File: src/rtl/alu_core.sv
module alu_core #(
  parameter int WIDTH = 32
) (
  input  logic [WIDTH-1:0] opa,
  input  logic [WIDTH-1:0] opb,
  input  logic [2:0]       op,
  output logic [WIDTH-1:0] res,
  output logic             zero,
  output logic             ovf
);
  localparam int MSB = WIDTH - 1;

  logic             binv;
  logic [WIDTH-1:0] bsel;
  logic [WIDTH-1:0] sum;
  logic [WIDTH:0]   carry;
  logic             ovf_raw;
  logic             set_lt;
  logic             arith;
  logic             known;

  assign binv     = op[2];
  assign bsel     = opb ^ {WIDTH{binv}};
  assign carry[0] = binv;

  for (genvar i = 0; i < WIDTH; i++) begin : g_slice
    assign sum[i]     = opa[i] ^ bsel[i] ^ carry[i];
    assign carry[i+1] = (opa[i] & bsel[i]) | (opa[i] & carry[i]) | (bsel[i] & carry[i]);
  end

  assign ovf_raw = carry[WIDTH] ^ carry[MSB];
  assign set_lt  = sum[MSB] ^ ovf_raw;

  always_comb begin
    res   = '0;
    known = 1'b1;
    arith = 1'b0;
    case (op)
      3'b000: res = opa & opb;
      3'b001: res = opa | opb;
      3'b010: begin res = sum; arith = 1'b1; end
      3'b110: begin res = sum; arith = 1'b1; end
      3'b111: res = {{MSB{1'b0}}, set_lt};
      default: known = 1'b0;
    endcase
  end

  assign zero = known & ~|res;
  assign ovf  = arith & ovf_raw;
endmodule


File: config.mk
export PLATFORM = sky130hd
export DESIGN_NAME = alu_core
export DESIGN_NICKNAME = d
export VERILOG_FILES = /design/src/rtl/alu_core.sv
export SDC_FILE = /design/constraint.sdc
export NUM_CORES = 1
export LEC_CHECK = 0
export BUFFER_PORTS_ARGS = -buffer_cell sky130_fd_sc_hd__buf_2
export CAP_MARGIN = 15
export CORE_ASPECT_RATIO = 1.2
export CORE_UTILIZATION = 52
export DETAILED_ROUTE_END_ITERATION = 6
export PLACE_DENSITY = 0.95
export SLEW_MARGIN = 0
export SYNTH_ARGS = -nofsm -noshare
export SYNTH_HDL_FRONTEND = slang
export SYNTH_SLANG_ARGS = --single-unit
File: constraint.sdc
create_clock -name vclk -period 33.1
set_clock_uncertainty 0.15 [all_clocks]
set_input_delay 3.31 -clock vclk [all_inputs]
set_output_delay 3.31 -clock vclk [all_outputs]
set_load 0.1 [all_outputs]
# After elaboration in Yosys (flattened, before gate mapping)

Cells that the tools add are included.

Equality and inequality tests: 4
Multiply operators: 0
Magnitude comparators: 0
Muxes and demuxes: 3
Add/sub/neg operators: 0
Reductions and logical operators: 5
Divide/modulo/power cells: 0
Bitwise gates (word level): 231
Shift-type cells: 0

Operator list:

| cell               | count |
|---|---|
| $pmux 32 s4        | 1 |
| $and 1x1->1        | 98 |
| $xor 1x1->1        | 66 |
| $or 1x1->1         | 64 |
| $and 32x32->32     | 1 |
| $or 32x32->32      | 1 |
| $reduce_or 32->1   | 1 |
| $xor 32x32->32     | 1 |
| $eq 3x3->1 const B | 2 |
| $reduce_or 5->1    | 1 |
| $eq 3x1->1 const B | 1 |
| $eq 3x2->1 const B | 1 |
| $logic_not 3->1    | 1 |
| $mux 1             | 2 |
| $reduce_or 2->1    | 1 |
| $logic_not 1->1    | 1 |

Bits in read-only memories: 0
Output and inout bits: 34
Bits in latches: 0
Bits in writable memories: 0
Memories kept: 0
Logic and storage cells: 243
Flip-flop bits (word level): 0

# Depth between registers and ports, before layout

Gate-level depths: netlist of the first run.

Depth after elaboration: 103
Depth in mapped cells: 43
Depth with buffers taken out: 41

# Worst setup path before layout of the first run

OpenSTA, ideal clock, no wires.

Path kind: input to output
Start point: input op[2]
End point: output zero
Slack: 9.812 ns
Stages on the path: 42
Data required time: 29.640 ns
Buffers on the path: 2
Arrival: 19.828 ns
Path through: buf_4 -> buf_1 -> xnor2_1 -> fa_1 -> fa_1 -> inv_1 -> fa_1 -> fa_1 -> inv_1 -> fa_1 -> inv_1 -> fa_1 -> fa_1 -> fa_1 -> fa_1 -> fa_1 -> fa_1 -> fa_1 -> [6 not listed] -> fa_1 -> fa_1 -> fa_1 -> fa_1 -> fa_1 -> fa_1 -> fa_1 -> fa_1 -> fa_1 -> fa_1 -> fa_1 -> fa_1 -> fa_1 -> and3b_1 -> a31o_2 -> or4_1 -> or4_1 -> nor4_2

Elaborated cells between the ends (all ways): 239
Classes of those cells: eq/ne (4); mux (2); bitwise (228); reduce/logical (5)

RTL lines:

| element                  | RTL line | RTL |
|---|---|---|
| from (decl)              | 6        | `input logic [2:0] op,` |
| $xor 32x32->32           | 23       | `assign bsel = opb ^ {WIDTH{binv}};` |
| $and 1x1->1              | 28       | `assign carry[i+1] = (opa[i] & bsel[i]) \| (opa[i] & carry[i]) \| (bsel[i] & carry[i]);` |
| $or 1x1->1 (2 in series) | 28       |  |
| $and 1x1->1              | 28       |  |
| $or 1x1->1 (2 in series) | 28       |  |
| $and 1x1->1              | 28       |  |
| $or 1x1->1 (2 in series) | 28       |  |
| $and 1x1->1              | 28       |  |
| [80 not listed]          | n/a      |  |
| $and 1x1->1              | 28       |  |
| $or 1x1->1 (2 in series) | 28       |  |
| $xor 1x1->1              | 27       | `assign sum[i] = opa[i] ^ bsel[i] ^ carry[i];` |
| $pmux 32 s4 *            | 38       | `case (op)` |
| named net res[31]        | 7        | `output logic [WIDTH-1:0] res,` |
| $reduce_or 32->1 *       | 48       | `assign zero = known & ~\|res;` |
| $logic_not 1->1 *        | 48       |  |
| $and 1x1->1 *            | 48       |  |
| to (decl)                | 8        | `output logic zero,` |

The timed path passes the listed nets; every way through them passes the cells marked *.

# Worst setup path in the final report of the first run

Start point: input op[2]
End point: output zero

Longest elaborated chain between the ends: 103
Elaborated cells between the ends (all ways): 239
Classes of those cells: eq/ne (4); mux (2); bitwise (228); reduce/logical (5)

Ends and longest elaborated chain:

| element                  | RTL line | RTL |
|---|---|---|
| $xor 32x32->32           | 23       |  |
| $and 1x1->1              | 28       |  |
| $or 1x1->1 (2 in series) | 28       |  |
| $and 1x1->1              | 28       |  |
| $or 1x1->1 (2 in series) | 28       |  |
| $and 1x1->1              | 28       |  |
| $or 1x1->1 (2 in series) | 28       |  |
| $and 1x1->1              | 28       |  |
| [83 not listed]          | n/a      |  |
| $and 1x1->1              | 28       |  |
| $or 1x1->1 (2 in series) | 28       |  |
| $xor 1x1->1              | 31       | `assign ovf_raw = carry[WIDTH] ^ carry[MSB];` |
| $xor 1x1->1              | 32       | `assign set_lt = sum[MSB] ^ ovf_raw;` |
| $pmux 32 s4              | 38       |  |
| $reduce_or 32->1         | 48       |  |
| $logic_not 1->1          | 48       |  |
| $and 1x1->1 *            | 48       |  |

Every way passes the cells marked *; elsewhere a longest branch is shown, timed or not.

==> metrics.md, run 1 <==
| Metric | Value |
|---|---|
| CP Data Required Time | 29640 ps |
| Hold-fix buffers at CTS | 0 |
| RSZ-0062 raised after global routing | no |
| Top cell by count, worst path | fa_1 |
| Die H | 68.84 µm |
| Syn avg cell area | 9.926 µm² |
| Row cnt | 23 |
| Count leader, synth | fa_1 |
| Vias in the first global route | 1880 |
| Register area | 0 µm² |
| Rel. slew slack | 0.2783 |
| Vias per cell | 5.959 |
| Remaining antenna violation count after routing | 0 |
| Initial drt markers | 87 |
| Leakage | 0.001180 µW |
| Clock buffers | 0 |
| Post-Route WL | 5.306 mm |
| Worst slew pin tran | 1080 ps |
| Sw Share | 0.7226 |
| Synth cell types | 32 |
| All-layer global routing usage | 0.2647 |
| Final setup vio count | 0 |
| Seq_cells | 0 |
| Maxcap violations | 0 |
| Hold crit path type | in -> out |
| CP Capture Type | output port |
| GP Congestion | 0.7958 |
| CORE AREA | 0.003453 mm² |
| Synth area leaders | fa_1, maj3_1, xor2_1 |
| Total power | 85.90 µW |
| Pint | 23.83 µW |
| Max VDD drop | 0.00002488 V |
| Final std cells w/o fill | 319 |
| Failing checks | DRC |
| Final nets | 383 |
| Finished Cell Area | 0.002421 mm² |
| Grt ovf | 0 |
| First-pass GRT wire length | 8.266 mm |
| Initial DRT Pass Iterations | 6 |
| Pwr/cell area | 35.48 mW/mm² |
| Post-synth top cells | fa_1, xor2_1, maj3_1, a22o_1, and3b_1 |
| Top-level port count | 101 |
| Syn Inst Count | 195 |
| Final worst path period need | 22800 ps |
| Post CTS Setup Buffer Count | 0 |
| Post-CTS Resized | 0 |
| Diode count | 0 |
| Wire per inst | 16.63 µm |
| Sequential cell area fraction in the yosys report | 0 |
| Die area | 0.003971 mm² |
| Post-synth top area share | 0.3310 |
| Largest net degree at the start of global routing | 54 |
| Area Overhead vs Synth | 25.08% |
| Count of final hold-check violations | 0 |
| Via count | 1901 |
| CP arrival | 19340 ps |
| Dpl cells | 319 |
| WHS | 7166 ps |
| Status | finished, violations left |
| Post-synthesis net count | 294 |
| Chip Width | 57.70 µm |
| CP max-delay cell | or4_1 |
| Initial Utilization | 0.5605 |
| Post-Place Cell Area | 0.002421 mm² |
| Synthesized cell area | 0.001936 mm² |
| Worst setup SP type | input pin |
| Flop pwr share | 0 |
| Area leader, netlist | fa_1 |
| Net Switching | 62.07 µW |
| CP max stage delay | 530 ps |
| CP Max Fanout | 36 |
| DP Wirelength | 4.369 mm |
| Drc violations | 7 |
| Layout cell share with drive strength beyond 1 | 0.4326 |
| Warnings from Yosys | 0 |
| Comb power frac | 1.000 |
| PortBufs | 101 |
| Critical path class | in -> out |
| Initial antenna violation count | 0 |
| Final worst-path cycle share | 0.6889 |
| Final Max Slew Viols | 0 |
| Setup TNS | 0 ps |
| Max Clock Freq | 0.04385 GHz |
| Clk pwr share | 0 |
-- cells by family (layout without fill, tap and decap cells) --
family	Yosys count	in the layout	share of synthesized area
adder cells (fa/ha/maj)	63	63	0.4945
AO/OA/AOI/OAI	37	37	0.1597
buffers and inverters	26	113	0.06141
AND/OR/NAND/NOR	36	36	0.1351
XOR/XNOR	33	33	0.1493
-- path summary, 6_finish.rpt --
check	from	end	slack [ps]	cells after the start
worst max-delay path	op[2]	zero	10300	44
worst min-delay path	op[1]	ovf	7170	4
-- worst max-delay path: cells and delay by family --
family,cells,cell delay (ps)
and+or+nand+nor,4,1400
adders and majority gates,31,12720
AOI/OAI and AO/OA,2,440
buffers and inverters,7,1450
-- power groups by stage --
stage,logic (µW),clock network (µW),registers (µW)
after floorplan,67.9,0,0
after global placement,83.8,0,0
after detailed placement,85.9,0,0
after CTS,86.2,0,0
after global routing,91.7,0,0
final,85.9,0,0
-- routing by layer --
layer  routed length, µm  up-vias  global-route usage
met3                 207        4            0.003731
li1                    -      877                   -
met1                2211      944              0.3322
met5                   0        -                   0
met2                2854       76              0.5320
met4                  32        0             0.01786
-- through the flow --
stage          utilization  setup slack [ps]
6_report            0.7011             10300
5_1_grt             0.7011              9636
4_1_cts             0.7011             10240
3_5_place_dp        0.7011             10260
3_3_place_gp        0.7011             10550
2_1_floorplan            -              9812
-- cells in the final DEF, fill, tap and decap left out, drive strengths merged, types with 3 or more instances in the layout --
| cell type | synthesis | layout |
|---|---|---|
| a22o | 14 | 14 |
| a31o | 16 | 16 |
| and3b | 14 | 14 |
| buf | 10 | 103 |
| fa | 32 | 32 |
| inv | 8 | 8 |
| maj3 | 31 | 31 |
| nand2 | 3 | 3 |
| nor2 | 4 | 4 |
| nor4 | 3 | 3 |
| or4 | 5 | 5 |
| xnor2 | 5 | 5 |
| xor2 | 28 | 28 |
-- final cells by class --
| cell class | count | area [µm²] |
|---|---|---|
| inverters | 10 | 37.54 |
| fillers | 296 | 1032 |
| well taps | 37 | 46.29 |
| repair buffers | 103 | 520.5 |
| multi-input cells | 169 | 1817 |
Power figures use the tool's default switching activity.
==> inputs of run 2 (changes only) <==
--- a/config.mk
+++ b/config.mk
@@ -8,9 +8,9 @@
 export BUFFER_PORTS_ARGS = -buffer_cell sky130_fd_sc_hd__buf_2
 export CAP_MARGIN = 15
 export CORE_ASPECT_RATIO = 1.2
-export CORE_UTILIZATION = 52
+export CORE_UTILIZATION = 44
 export DETAILED_ROUTE_END_ITERATION = 6
-export PLACE_DENSITY = 0.95
+export PLACE_DENSITY = 0.91
 export SLEW_MARGIN = 0
 export SYNTH_ARGS = -nofsm -noshare
 export SYNTH_HDL_FRONTEND = slang
==> constraint.sdc (replaced) <==
create_clock -name vclk -period 20.4
set_clock_uncertainty 0.15 [all_clocks]
set_input_delay 2.04 -clock vclk [all_inputs]
set_output_delay 2.04 -clock vclk [all_outputs]
set_load 0.1 [all_outputs]
==> run 2 against run 1 <==
Net effect:
- the run now ends clean
- die area rose by 18%
- utilization fell by 12 points
- sequential share of layout area did not move
- highest routed layer unchanged
- non-clock buffer count rose by 1
==> metrics.md, run 2 (synthesis results as in run 1) <==
| Metric | Value |
|---|---|
| All-layer global routing usage | 0.2473 (-0.01736) |
| Setup TNS | 0 ps (unchanged) |
| GP Congestion | 0.8120 (+2.0%) |
| Layout cell share with drive strength beyond 1 | 0.4346 (+0.002005) |
| CP max stage delay | 570 ps (+40 ps) |
| Final worst path period need | 19520 ps |
| Leakage | 0.001190 µW (+0.85%) |
| CP Data Required Time | 18210 ps (-11430 ps) |
| Drc violations | 0 (-7) |
| Status | complete, no violations |
| # fillers | 422 (+43%) |
| Critical path class | in -> out |
| Largest net degree at the start of global routing | 54 (unchanged) |
| Grt ovf | 0 (unchanged) |
| Rel. slew slack | 0.3053 (+0.02697) |
| Top cell by count, worst path | fa_1 |
| Via count | 1863 (-2.0%) |
| Post-CTS Resized | 0 (unchanged) |
| Initial DRT Pass Iterations | 4 (-2) |
| Delay-heaviest family, CP | adder cells |
| Hold-fix buffers at CTS | 0 (unchanged) |
| Multi-input gate area | 0.001826 mm² (+0.48%) |
| RSZ-0062 raised after global routing | no |
| Maxcap violations | 0 (unchanged) |
| CP max-delay cell | or4_1 |
| Seq_cells | 0 (unchanged) |
| Vias in the first global route | 1995 (+6.1%) |
| Post CTS Setup Buffer Count | 0 (unchanged) |
| Chip Width | 62.55 µm (+8.4%) |
| Initial drt markers | 79 (-9.2%) |
| Final worst slack | 877.0 ps (-9419 ps) |
| Max Clock Freq | 0.05122 GHz |
| Row cnt | 26 (+13%) |
| Final worst-path cycle share | 0.9570 |
| Vias per cell | 5.496 (-7.8%) |
| Worst setup SP type | input pin |
| CP Max Fanout | 16 (-56%) |
| DP Wirelength | 4.558 mm (+4.3%) |
| Worst slew pin tran | 1038 ps (-42.07 ps) |
| CORE AREA | 0.004229 mm² (+22%) |
| Count of final hold-check violations | 0 (unchanged) |
| CP bufs+invs | 6 (-1) |
| Most common cell after layout, fill and taps aside | buf_2 |
| Post-Place Setup Slack | 794.3 ps (-9469 ps) |
| Top-level port count | 101 (unchanged) |
| Area Overhead vs Synth | 27.92% |
| Pwr/cell area | 56.47 mW/mm² (+59%) |
| Remaining antenna violation count after routing | 0 (unchanged) |
| Clock buffers | 0 (unchanged) |
| Final setup vio count | 0 (unchanged) |
| Final Max Slew Viols | 0 (unchanged) |
| Die H | 74.66 µm (+8.5%) |
| Initial antenna violation count | 0 (unchanged) |
| Die area | 0.004669 mm² (+18%) |
| Register area | 0 µm² (unchanged) |
| PortBufs | 101 (unchanged) |
| Post-Route WL | 5.586 mm (+5.3%) |
| Max VDD drop | 0.00002695 V (+8.3%) |
| CP Capture Type | output port |
| CP arrival | 17330 ps (-2010 ps) |
| Initial Utilization | 0.4577 (-0.1028) |
| Final nets | 384 (+0.26%) |
| First-pass GRT wire length | 9.252 mm (+12%) |
| Commonest non-fill, non-tap cells in the layout | buf_2, fa_1, xor2_1, maj3_1 |
| Hold crit path type | in -> out |
| Wire per inst | 16.48 µm (-0.93%) |
| Diode count | 0 (unchanged) |
[run 2: cell count changes in the layout (fill, tap and decap cells not counted), sizes merged]
cell and change:
buf +1
[run 2: through the flow]
step                cells  utilization  total power [µW]  cell area [µm²]  hold WS, ps
finish                339       0.5855             139.8             2476         4642
global route          339       0.5855             150.2             2476         4685
detailed placement    339       0.5855             140.3             2476         4630
floorplan             195            -             110.4             1944         4403
global placement      339       0.5855             137.5             2476         4605
CTS                   339       0.5855             140.7             2476         4634
[run 2: final cells by class]
cell class	instances	area share
tap	56	0.02830
timing repair buffer	104	0.2193
inverter	10	0.01516
multi-input combinational	169	0.7372
[run 2: path summary, 6_finish.rpt]
| path | start | end | cells after the start |
|---|---|---|---|
| setup / recovery | op[2] | zero | 42 |
| hold / removal | op[1] | ovf | 4 |
[run 2: per-layer routing]
metal | wire length [µm] | track usage | up-vias
met1 | 2288 | 0.3043 | 932
met3 | 155 | 0.007576 | 2
met5 | 0 | 0 | -
met2 | 3119 | 0.5012 | 53
li1 | - | - | 876
met4 | 23 | 0.02067 | 0
[run 2: tightest hold or removal path, cell delays in order]
cell	delay, ps
buf_2	240
nand2b_1	140
nor2_1	50
buf_2	280
[run 2: power breakdown]
group	total (µW)	internal (µW)	switching (µW)
Combinational	140	38.6	101
Clock	0	0	0
Sequential	0	0	0
Total	140	38.6	101
==> inputs of run 3 (changes only) <==
--- a/config.mk
+++ b/config.mk
@@ -11,6 +11,7 @@
 export CORE_UTILIZATION = 44
 export DETAILED_ROUTE_END_ITERATION = 6
 export PLACE_DENSITY = 0.91
+export RECOVER_POWER = 25
 export SLEW_MARGIN = 0
 export SYNTH_ARGS = -nofsm -noshare
 export SYNTH_HDL_FRONTEND = slang
==> run 3 against run 2 <==
Net effect:
- the run now ends with capacitance limit, slew limit left
- via count increased by 0.48%
- largest power group unchanged
- wire length increased by 0.18%
- global-route usage unchanged
- sequential share of layout area unchanged
- worst hold slack improved by 1.6 ps
- flip-flop and latch count unchanged
- maximum frequency about the same
- total power decreased by 0.30%
- critical path type unchanged
- clock-buffer cell count unchanged
==> metrics.md, run 3 (synthesis results as in run 1) <==
| Metric | Value |
|---|---|
| CP Data Required Time | 18210 ps (about the same) |
| Initial DRT Pass Iterations | 4 (unchanged) |
| Remaining antenna violation count after routing | 0 (unchanged) |
| Failing checks | capacitance limit, slew limit |
| Layout cell share with drive strength beyond 1 | 0.4064 (-0.02827) |
| CP max stage delay | 570 ps (about the same) |
| Flop pwr share | 0 (unchanged) |
| CP max-delay cell | or4_1 |
| Hold crit path type | in -> out |
| Chip Width | 62.55 µm (unchanged) |
| Max VDD drop | 0.00002679 V (-0.58%) |
| Clk pwr share | 0 (unchanged) |
| Wire per inst | 16.51 µm (+0.18%) |
| CP Max Fanout | 16 (unchanged) |
| Diode count | 0 (unchanged) |
| Die area | 0.004669 mm² (unchanged) |
| Post CTS Setup Buffer Count | 0 (unchanged) |
| GP Congestion | 0.8120 (unchanged) |
| Max Clock Freq | 0.05125 GHz (about the same) |
| Sw Share | 0.7260 (+0.002417) |
| Critical path class | in -> out |
| Initial drt markers | 70 (-11%) |
| CP Capture Type | output port |
| Count of final hold-check violations | 0 (unchanged) |
| Leakage | 0.001162 µW (-2.4%) |
| Net Switching | 101.2 µW (about the same) |
| Die H | 74.66 µm (unchanged) |
| Pwr/cell area | 56.53 mW/mm² (+0.11%) |
| Pint | 38.20 µW (-1.2%) |
| Final nets | 384 (unchanged) |
| Status | finished, violations left |
| Worst setup SP type | input pin |
| Clock buffers | 0 (unchanged) |
| Largest net degree at the start of global routing | 54 (unchanged) |
| Initial antenna violation count | 0 (unchanged) |
| Register area | 0 µm² (unchanged) |
| DP Wirelength | 4.558 mm (unchanged) |
| Post-Place Setup Slack | 794.3 ps (unchanged) |
| Post-Route WL | 5.596 mm (+0.18%) |
| Worst slew pin tran | 2195 ps (+1157 ps) |
| RSZ-0062 raised after global routing | no |
| Final worst slack | 887.6 ps (+10.60 ps) |
| Top cell by count, worst path | fa_1 |
| WHS | 4644 ps (+1.620 ps) |
| Post-CTS Resized | 0 (unchanged) |
| Maxcap violations | 1 (+1) |
| Vias in the first global route | 1995 (unchanged) |
| Top-level port count | 101 (unchanged) |
| Seq_cells | 0 (unchanged) |
| Final setup vio count | 0 (unchanged) |
| CORE AREA | 0.004229 mm² (unchanged) |
| First-pass GRT wire length | 9.252 mm (unchanged) |
| Commonest non-fill, non-tap cells in the layout | buf_2, fa_1, xor2_1, maj3_1 |
| CP arrival | 17320 ps (about the same) |
| Comb power frac | 1.000 (about the same) |
| Initial Utilization | 0.4577 (unchanged) |
| Setup TNS | 0 ps (unchanged) |
| Via count | 1872 (+0.48%) |
| Row cnt | 26 (unchanged) |
| All-layer global routing usage | 0.2473 (unchanged) |
| Area Overhead vs Synth | 27.41% |
| Hold-fix buffers at CTS | 0 (unchanged) |
| Final worst-path cycle share | 0.9565 (about the same) |
| Most common cell after layout, fill and taps aside | buf_2 |
| Drc violations | 0 (unchanged) |
| PortBufs | 101 (unchanged) |
| Delay-heaviest family, CP | adder cells |
| CP bufs+invs | 6 (unchanged) |
| Vias per cell | 5.522 (+0.48%) |
| Final worst path period need | 19510 ps (-10.60 ps) |
| Grt ovf | 0 (unchanged) |
| Rel. slew slack | -0.4634 (-0.7687) |
| Final Max Slew Viols | 54 (+54) |
-- run 3: cell types whose count changed in the layout (fill, tap and decap cells not counted) --
cell | previous run | this run
buf_2 | 100 | 92
clkbuf_1 | 0 | 8
-- run 3: final cells by class --
type / count / area, µm²
Multi-Input combinational cell: 169 / 1826
Fill cell: 425 / 1763
Inverter: 10 / 37.54
Tap cell: 56 / 70.07
Timing Repair Buffer: 104 / 533.0
-- run 3: final timing paths --
check             startpoint  endpoint  depth (start not counted)
setup / recovery       op[2]      zero                         42
hold / removal         op[1]       ovf                          4
-- run 3: per-stage QoR --
step                std cells  instance area [µm²]  power [µW]  utilization
CTS                       339                 2476       140.7       0.5855
global placement          339                 2476       137.5       0.5855
finish                    339                 2466       139.4       0.5831
global route              339                 2466       149.9       0.5831
detailed placement        339                 2476       140.3       0.5855
floorplan                 195                 1944       110.4            -
-- run 3: layer usage --
layer | wire length [µm] | vias up | GRT usage
met4 | 23 | 0 | 0.02067
met1 | 2278 | 942 | 0.3043
li1 | - | 875 | -
met2 | 3143 | 53 | 0.5012
met5 | 0 | - | 0
met3 | 151 | 2 | 0.007576
-- run 3: power by group through the flow --
stage	combinational (µW)	clock [µW]	sequential (µW)
after floorplan	110	0	0
after global placement	138	0	0
after detailed placement	140	0	0
after CTS	141	0	0
after global routing	150	0	0
final	139	0	0
